`src/rtl/keyed_wdog_pkg.sv`:
```
package keyed_wdog_pkg;

    localparam int unsigned KEY_W = 3;

    typedef logic [KEY_W-1:0] wd_key_t;

    typedef enum logic [1:0] {
        WD_IDLE  = 2'd0,
        WD_ARMED = 2'd1,
        WD_ALERT = 2'd2
    } wd_state_e;

    typedef enum logic [2:0] {
        CMD_NONE  = 3'd0,
        CMD_START = 3'd1,
        CMD_KICK  = 3'd2,
        CMD_HALT  = 3'd3,
        CMD_REKEY = 3'd4
    } wd_cmd_e;

    typedef struct packed {
        logic    en;
        logic    arm;
        wd_key_t key;
    } wd_write_t;

    // Classify one write against the running state and the held key.
    function automatic wd_cmd_e classify(input wd_write_t wr,
                                         input logic      running,
                                         input wd_key_t   held);
        wd_cmd_e c;
        c = CMD_NONE;
        if (wr.en) begin
            if (!running) begin
                c = wr.arm ? CMD_START : CMD_NONE;
            end else if (wr.key == ~held) begin
                c = wr.arm ? CMD_KICK : CMD_HALT;
            end else begin
                c = CMD_REKEY;
            end
        end
        return c;
    endfunction

    function automatic logic is_service(input wd_cmd_e c);
        return (c == CMD_START) || (c == CMD_KICK) || (c == CMD_HALT);
    endfunction

    function automatic logic loads_key(input wd_cmd_e c);
        return (c == CMD_START) || (c == CMD_KICK) || (c == CMD_REKEY);
    endfunction

endpackage

```
`src/rtl/wdog_cmd_decode.sv`:
```
module wdog_cmd_decode
    import keyed_wdog_pkg::*;
(
    input  wd_write_t wr,
    input  logic      running,
    input  wd_key_t   held_key,
    output wd_cmd_e   cmd
);
    always_comb begin
        cmd = classify(wr, running, held_key);
    end
endmodule

```
`src/rtl/wdog_key_reg.sv`:
```
module wdog_key_reg
    import keyed_wdog_pkg::*;
(
    input  logic    clk,
    input  logic    rst,
    input  logic    load,
    input  wd_key_t din,
    output wd_key_t key_q
);
    always_ff @(posedge clk) begin
        if (rst) begin
            key_q <= '0;
        end else if (load) begin
            key_q <= din;
        end
    end
endmodule

```
`src/rtl/wdog_stage_timer.sv`:
```
module wdog_stage_timer #(
    parameter int unsigned LIMIT = 4
) (
    input  logic clk,
    input  logic rst,
    input  logic clr,
    input  logic run,
    input  logic tick,
    output logic expire
);
    localparam int unsigned CW = $clog2(LIMIT + 1);
    localparam logic [CW-1:0] LAST = CW'(LIMIT - 1);

    logic [CW-1:0] cnt_q;

    assign expire = run && tick && !clr && (cnt_q == LAST);

    always_ff @(posedge clk) begin
        if (rst || clr) begin
            cnt_q <= '0;
        end else if (run && tick) begin
            cnt_q <= expire ? '0 : cnt_q + 1'b1;
        end
    end
endmodule

```
`src/rtl/keyed_watchdog.sv`:
```
module keyed_watchdog
    import keyed_wdog_pkg::*;
#(
    parameter int unsigned NMI_TICKS   = 1000,
    parameter int unsigned GRACE_TICKS = 33
) (
    input  logic             clk,
    input  logic             rst,
    input  logic             tick,
    input  logic             wr_en,
    input  logic             wr_arm,
    input  logic [KEY_W-1:0] wr_key,
    output logic             nmi_req,
    output logic             chip_rst
);
    localparam int unsigned N_STAGES = 2;

    wd_state_e state_q, state_d;
    wd_key_t   key_q;
    wd_cmd_e   cmd;
    wd_write_t wr;
    logic      svc;
    logic      nmi_q, chip_rst_q;
    logic [N_STAGES-1:0] stage_run, stage_exp;

    assign wr = '{en: wr_en, arm: wr_arm, key: wr_key};

    wdog_cmd_decode u_decode (
        .wr       (wr),
        .running  (state_q != WD_IDLE),
        .held_key (key_q),
        .cmd      (cmd)
    );

    wdog_key_reg u_key (
        .clk   (clk),
        .rst   (rst),
        .load  (loads_key(cmd)),
        .din   (wr_key),
        .key_q (key_q)
    );

    assign svc          = is_service(cmd);
    assign stage_run[0] = (state_q == WD_ARMED);
    assign stage_run[1] = (state_q == WD_ALERT);

    for (genvar g = 0; g < N_STAGES; g++) begin : g_stage
        wdog_stage_timer #(
            .LIMIT((g == 0) ? NMI_TICKS : GRACE_TICKS)
        ) u_timer (
            .clk    (clk),
            .rst    (rst),
            .clr    (svc),
            .run    (stage_run[g]),
            .tick   (tick),
            .expire (stage_exp[g])
        );
    end

    always_comb begin
        state_d = state_q;
        unique case (cmd)
            CMD_START, CMD_KICK: state_d = WD_ARMED;
            CMD_HALT:            state_d = WD_IDLE;
            default: begin
                if (stage_run[0] && stage_exp[0]) begin
                    state_d = WD_ALERT;
                end else if (stage_run[1] && stage_exp[1]) begin
                    state_d = WD_IDLE;
                end
            end
        endcase
    end

    always_ff @(posedge clk) begin
        if (rst) begin
            state_q    <= WD_IDLE;
            nmi_q      <= 1'b0;
            chip_rst_q <= 1'b0;
        end else begin
            state_q    <= state_d;
            nmi_q      <= (state_d == WD_ALERT);
            chip_rst_q <= stage_run[1] && stage_exp[1];
        end
    end

    assign nmi_req  = nmi_q;
    assign chip_rst = chip_rst_q;

endmodule

```
`config.mk`:
```
export PLATFORM = sky130hd
export DESIGN_NAME = keyed_watchdog
export DESIGN_NICKNAME = d
export VERILOG_FILES = /design/src/rtl/keyed_wdog_pkg.sv /design/src/rtl/wdog_cmd_decode.sv /design/src/rtl/wdog_key_reg.sv /design/src/rtl/wdog_stage_timer.sv /design/src/rtl/keyed_watchdog.sv
export SDC_FILE = /design/constraint.sdc
export NUM_CORES = 1
export LEC_CHECK = 0
export ABC_AREA = 1
export BUFFER_PORTS_ARGS = -buffer_cell sky130_fd_sc_hd__buf_2
export CAP_MARGIN = 20
export CORE_UTILIZATION = 40
export DETAILED_ROUTE_END_ITERATION = 10
export MAX_ROUTING_LAYER = met4
export PLACE_DENSITY_LB_ADDON = 0.12
export SETUP_SLACK_MARGIN = 0.05
export SLEW_MARGIN = 20
export SYNTH_ARGS = -nofsm -noshare
export SYNTH_HDL_FRONTEND = slang
export SYNTH_SLANG_ARGS = --single-unit
```
`constraint.sdc`:
```
create_clock -name clk -period 3.5 [get_ports clk]
set_input_delay 0 -clock clk [delete_from_list [all_inputs] [get_ports clk]]
set_output_delay 0 -clock clk [all_outputs]
set_load 0.01 [all_outputs]
```
==> results.md <==
- Leakage power: 0.5927 nW
- Instance count after placement with tap cells included: 203
- Number of nets in the layout: 191
- Wire length of the first global-routing pass: 3.877 mm
- Die span in y: 57.23 um
- Die W: 57.23 um
- GRT overflow: 0
- Fraction of the yosys area taken by sequential cells: 37.74%
- Power per standard cell area: 324.4 nW/um^2
- Detailed Route WL: 2.105 mm
- Antenna diodes: 0
- Worst hold path type: in2reg
- # H-tree levels: 1
- Fmax achieved: 550.0 MHz
- Buffer type at the clock tree root: clkbuf_4
- Core Region: 2829 um^2
- Share of post-route cells with drive strength above 1: 20.67%
- CTS tree: done
- Maximum net fanout on the critical path: 4
- Count of placed standard cells in the final layout, fillers left out: 210
- Gate Count Post-Synth: 163
- Remaining antenna violation count: 0
- Total Die Area: 3275 um^2
- Critical path arrival: 2030 ps
- Average detailed-routed wire length per instance: 10.02 um
- Critical path launch point type: flop
- Total of fill cells in the finished design: 286
- Mean instance size in the synthesized netlist: 7.484 um^2
- Number of enable-type register cells in the synthesized netlist: 0
- Clk slew on worst S/H paths: 130 ps
- Time the worst path needs with I/O delays and setup: 1818 ps
- Slew headroom: 80.32%
- Cell taking the most area after synthesis: dfxtp_1
- Cell area after synthesis: 1220 um^2
- # setup viols final: 0
- Distinct cells, synth: 25
- Detailed placer's ending HPWL: 1.629 mm
- Area share of the leading cell type in the synthesized netlist: 37.74%
- Worst Skew: 3.497 ps
- Number of core rows: 19
- Number of sinks driven by the clock tree: 23
- Post-Syn Nets: 174
- Aggregate negative setup slack: 0 ps
- Via count: 996
- IR Drop Worst-Case VDD: 243.5 uV
- Number of top-level design ports: 10
- Top cells by count, synth: nand2_1, nor2_1, dfxtp_1
- Outcome: finished, violations left
- Worst skew pair latency: 310 ps
- DRC violations left: 2
- Count of buffers inserted at the top-level ports: 9
- Final worst-path cycle share: 51.95%
- Maximum number of pins on one net before global-route repair: 13
- Library cell with the highest instance count after synthesis: nand2_1
- Number of buffers on the longest clock path: 2
- Data required time of the critical path: 3720 ps
- Max-cap violations: 0
- Total Power: 0.4411 mW
- Ys Warns: 0
- Number of buffers created by CTS: 3
- Number of violations reported at the end of detailed-routing iteration 0: 26
- Gr usage total: 16.11%
- Measured slew at the worst slew-check pin: 293.5 ps
- Via/cell ratio: 4.743
- Count of endpoints failing hold in the final timing report: 0
- Failing checks: design-rule violations
- Crit. End Element: flop
- Number of storage elements in the synthesis netlist: 23
- RSZ-0062 raised after global routing: false
- Gp weighted congestion: 0.7865
- Router iterations before antenna repair: 8
- Via count of the first global-routing pass: 950
- Antenna violations before repair: 0
- Initial cell density of the core: 43.12%
- Area Growth Syn to Fin: 11.49%
- Ys flop type: dfxtp_1
- Class of the most critical setup path: reg2reg
- Largest cells by area after synthesis: dfxtp_1, nand2_1, nor2_1, inv_1, xor2_1
- Proportion of synthesized flip-flops having asynchronous set or reset: 0%
- Count of final max-slew check failures: 0
kinds of logic (layout without fill, tap and decap cells):
| group | count (synthesis) | count (layout) | share of synthesized area [%] |
|---|---|---|---|
| DFF | 23 | 23 | 37.74 |
| and+or+nand+nor | 92 | 92 | 39.49 |
| adders and majority gates | 3 | 3 | 3.077 |
| xor gates and xnor gates | 10 | 10 | 7.180 |
| buffers and inverters | 27 | 43 | 8.410 |
| AOI/OAI and AO/OA | 8 | 8 | 4.103 |
layout by cell type (no fill, tap or decap), types with 3 or more instances in the layout:
| cell type | n |
|---|---|
| dfxtp_1 | 23 |
| ha_1 | 3 |
| nor2_1 | 25 |
| a21oi_1 | 4 |
| nand3_2 | 4 |
| nor2_2 | 3 |
| buf_2 | 9 |
| nand2_1 | 37 |
| inv_1 | 22 |
| dlygate4sd3_1 | 3 |
| xor2_1 | 8 |
| inv_2 | 3 |
| nand3_1 | 8 |
| clkbuf_4 | 3 |
final cells by class:
class	count	area (um^2)	share of cell area, %
multi-input combinational	113	656.9	48.30
sequential	23	460.4	33.85
inverter	27	102.6	7.544
timing repair buffer	12	75.07	5.520
tap	31	38.79	2.852
clock buffer	4	26.28	1.932
what timing repair did:
action / in CTS / in global routing
resized for setup: 0 / 0
hold buffers: 3 / 0
hold endpoints to repair: 3 / 0
setup buffers: 0 / 0
metal layers:
layer  vias to the layer above  GRT usage [%]  part of all wire, %
li1                        535              -                    -
met1                       443          17.54                   49
met2                        13          26.89                   45
met3                         5          4.989                  4.2
met4                         0          7.317                  1.8
met5                         -              -                    0
critical path, cell delays in order, from the launching register on:
cell	delay [ps]
dfxtp_1	400
ha_1	190
nand2_1	90
nor2_4	140
nand4_2	130
nand3_1	150
a21oi_1	70
dlygate4sd3_1	550
power by group:
part	internal (mW)	leakage [nW]	total, mW	switching, mW
logic	0.0170	0.392	0.0452	0.0283
registers	0.266	0.186	0.269	0.00363
clock network	0.0446	0.0150	0.127	0.0819
total	0.327	0.593	0.441	0.114
final timing paths:
path	from	endpoint	slack [ps]	cells after the start
worst max-delay path	g_stage[0].u_timer.cnt_q[0]	state_q[0]	1680	7
worst min-delay path	wr_key[1]	u_key.key_q[1]	7	5
worst max register to register	g_stage[0].u_timer.cnt_q[0]	state_q[0]	1680	7
worst min register to register	u_key.key_q[1]	u_key.key_q[1]	510	2
stage by stage:
stage               setup slack [ps]  util [%]  hold WS, ps  area, um^2
global route                    1558     48.08        30.75        1360
floorplan                       2270         -        69.07        1220
CTS                             1688     48.08        4.693        1360
global placement                2213     46.09        196.1        1304
finish                          1682     48.08        7.482        1360
detailed placement              2150     46.09        200.7        1304
registers in the layout, indices dropped and copies added, names as in the netlist:
register               count
g_stage.u_timer.cnt_q     16
u_key.key_q                3
nmi_req                    1
state_q                    2
chip_rst                   1
No activity file was read; power rests on OpenSTA's default activity.
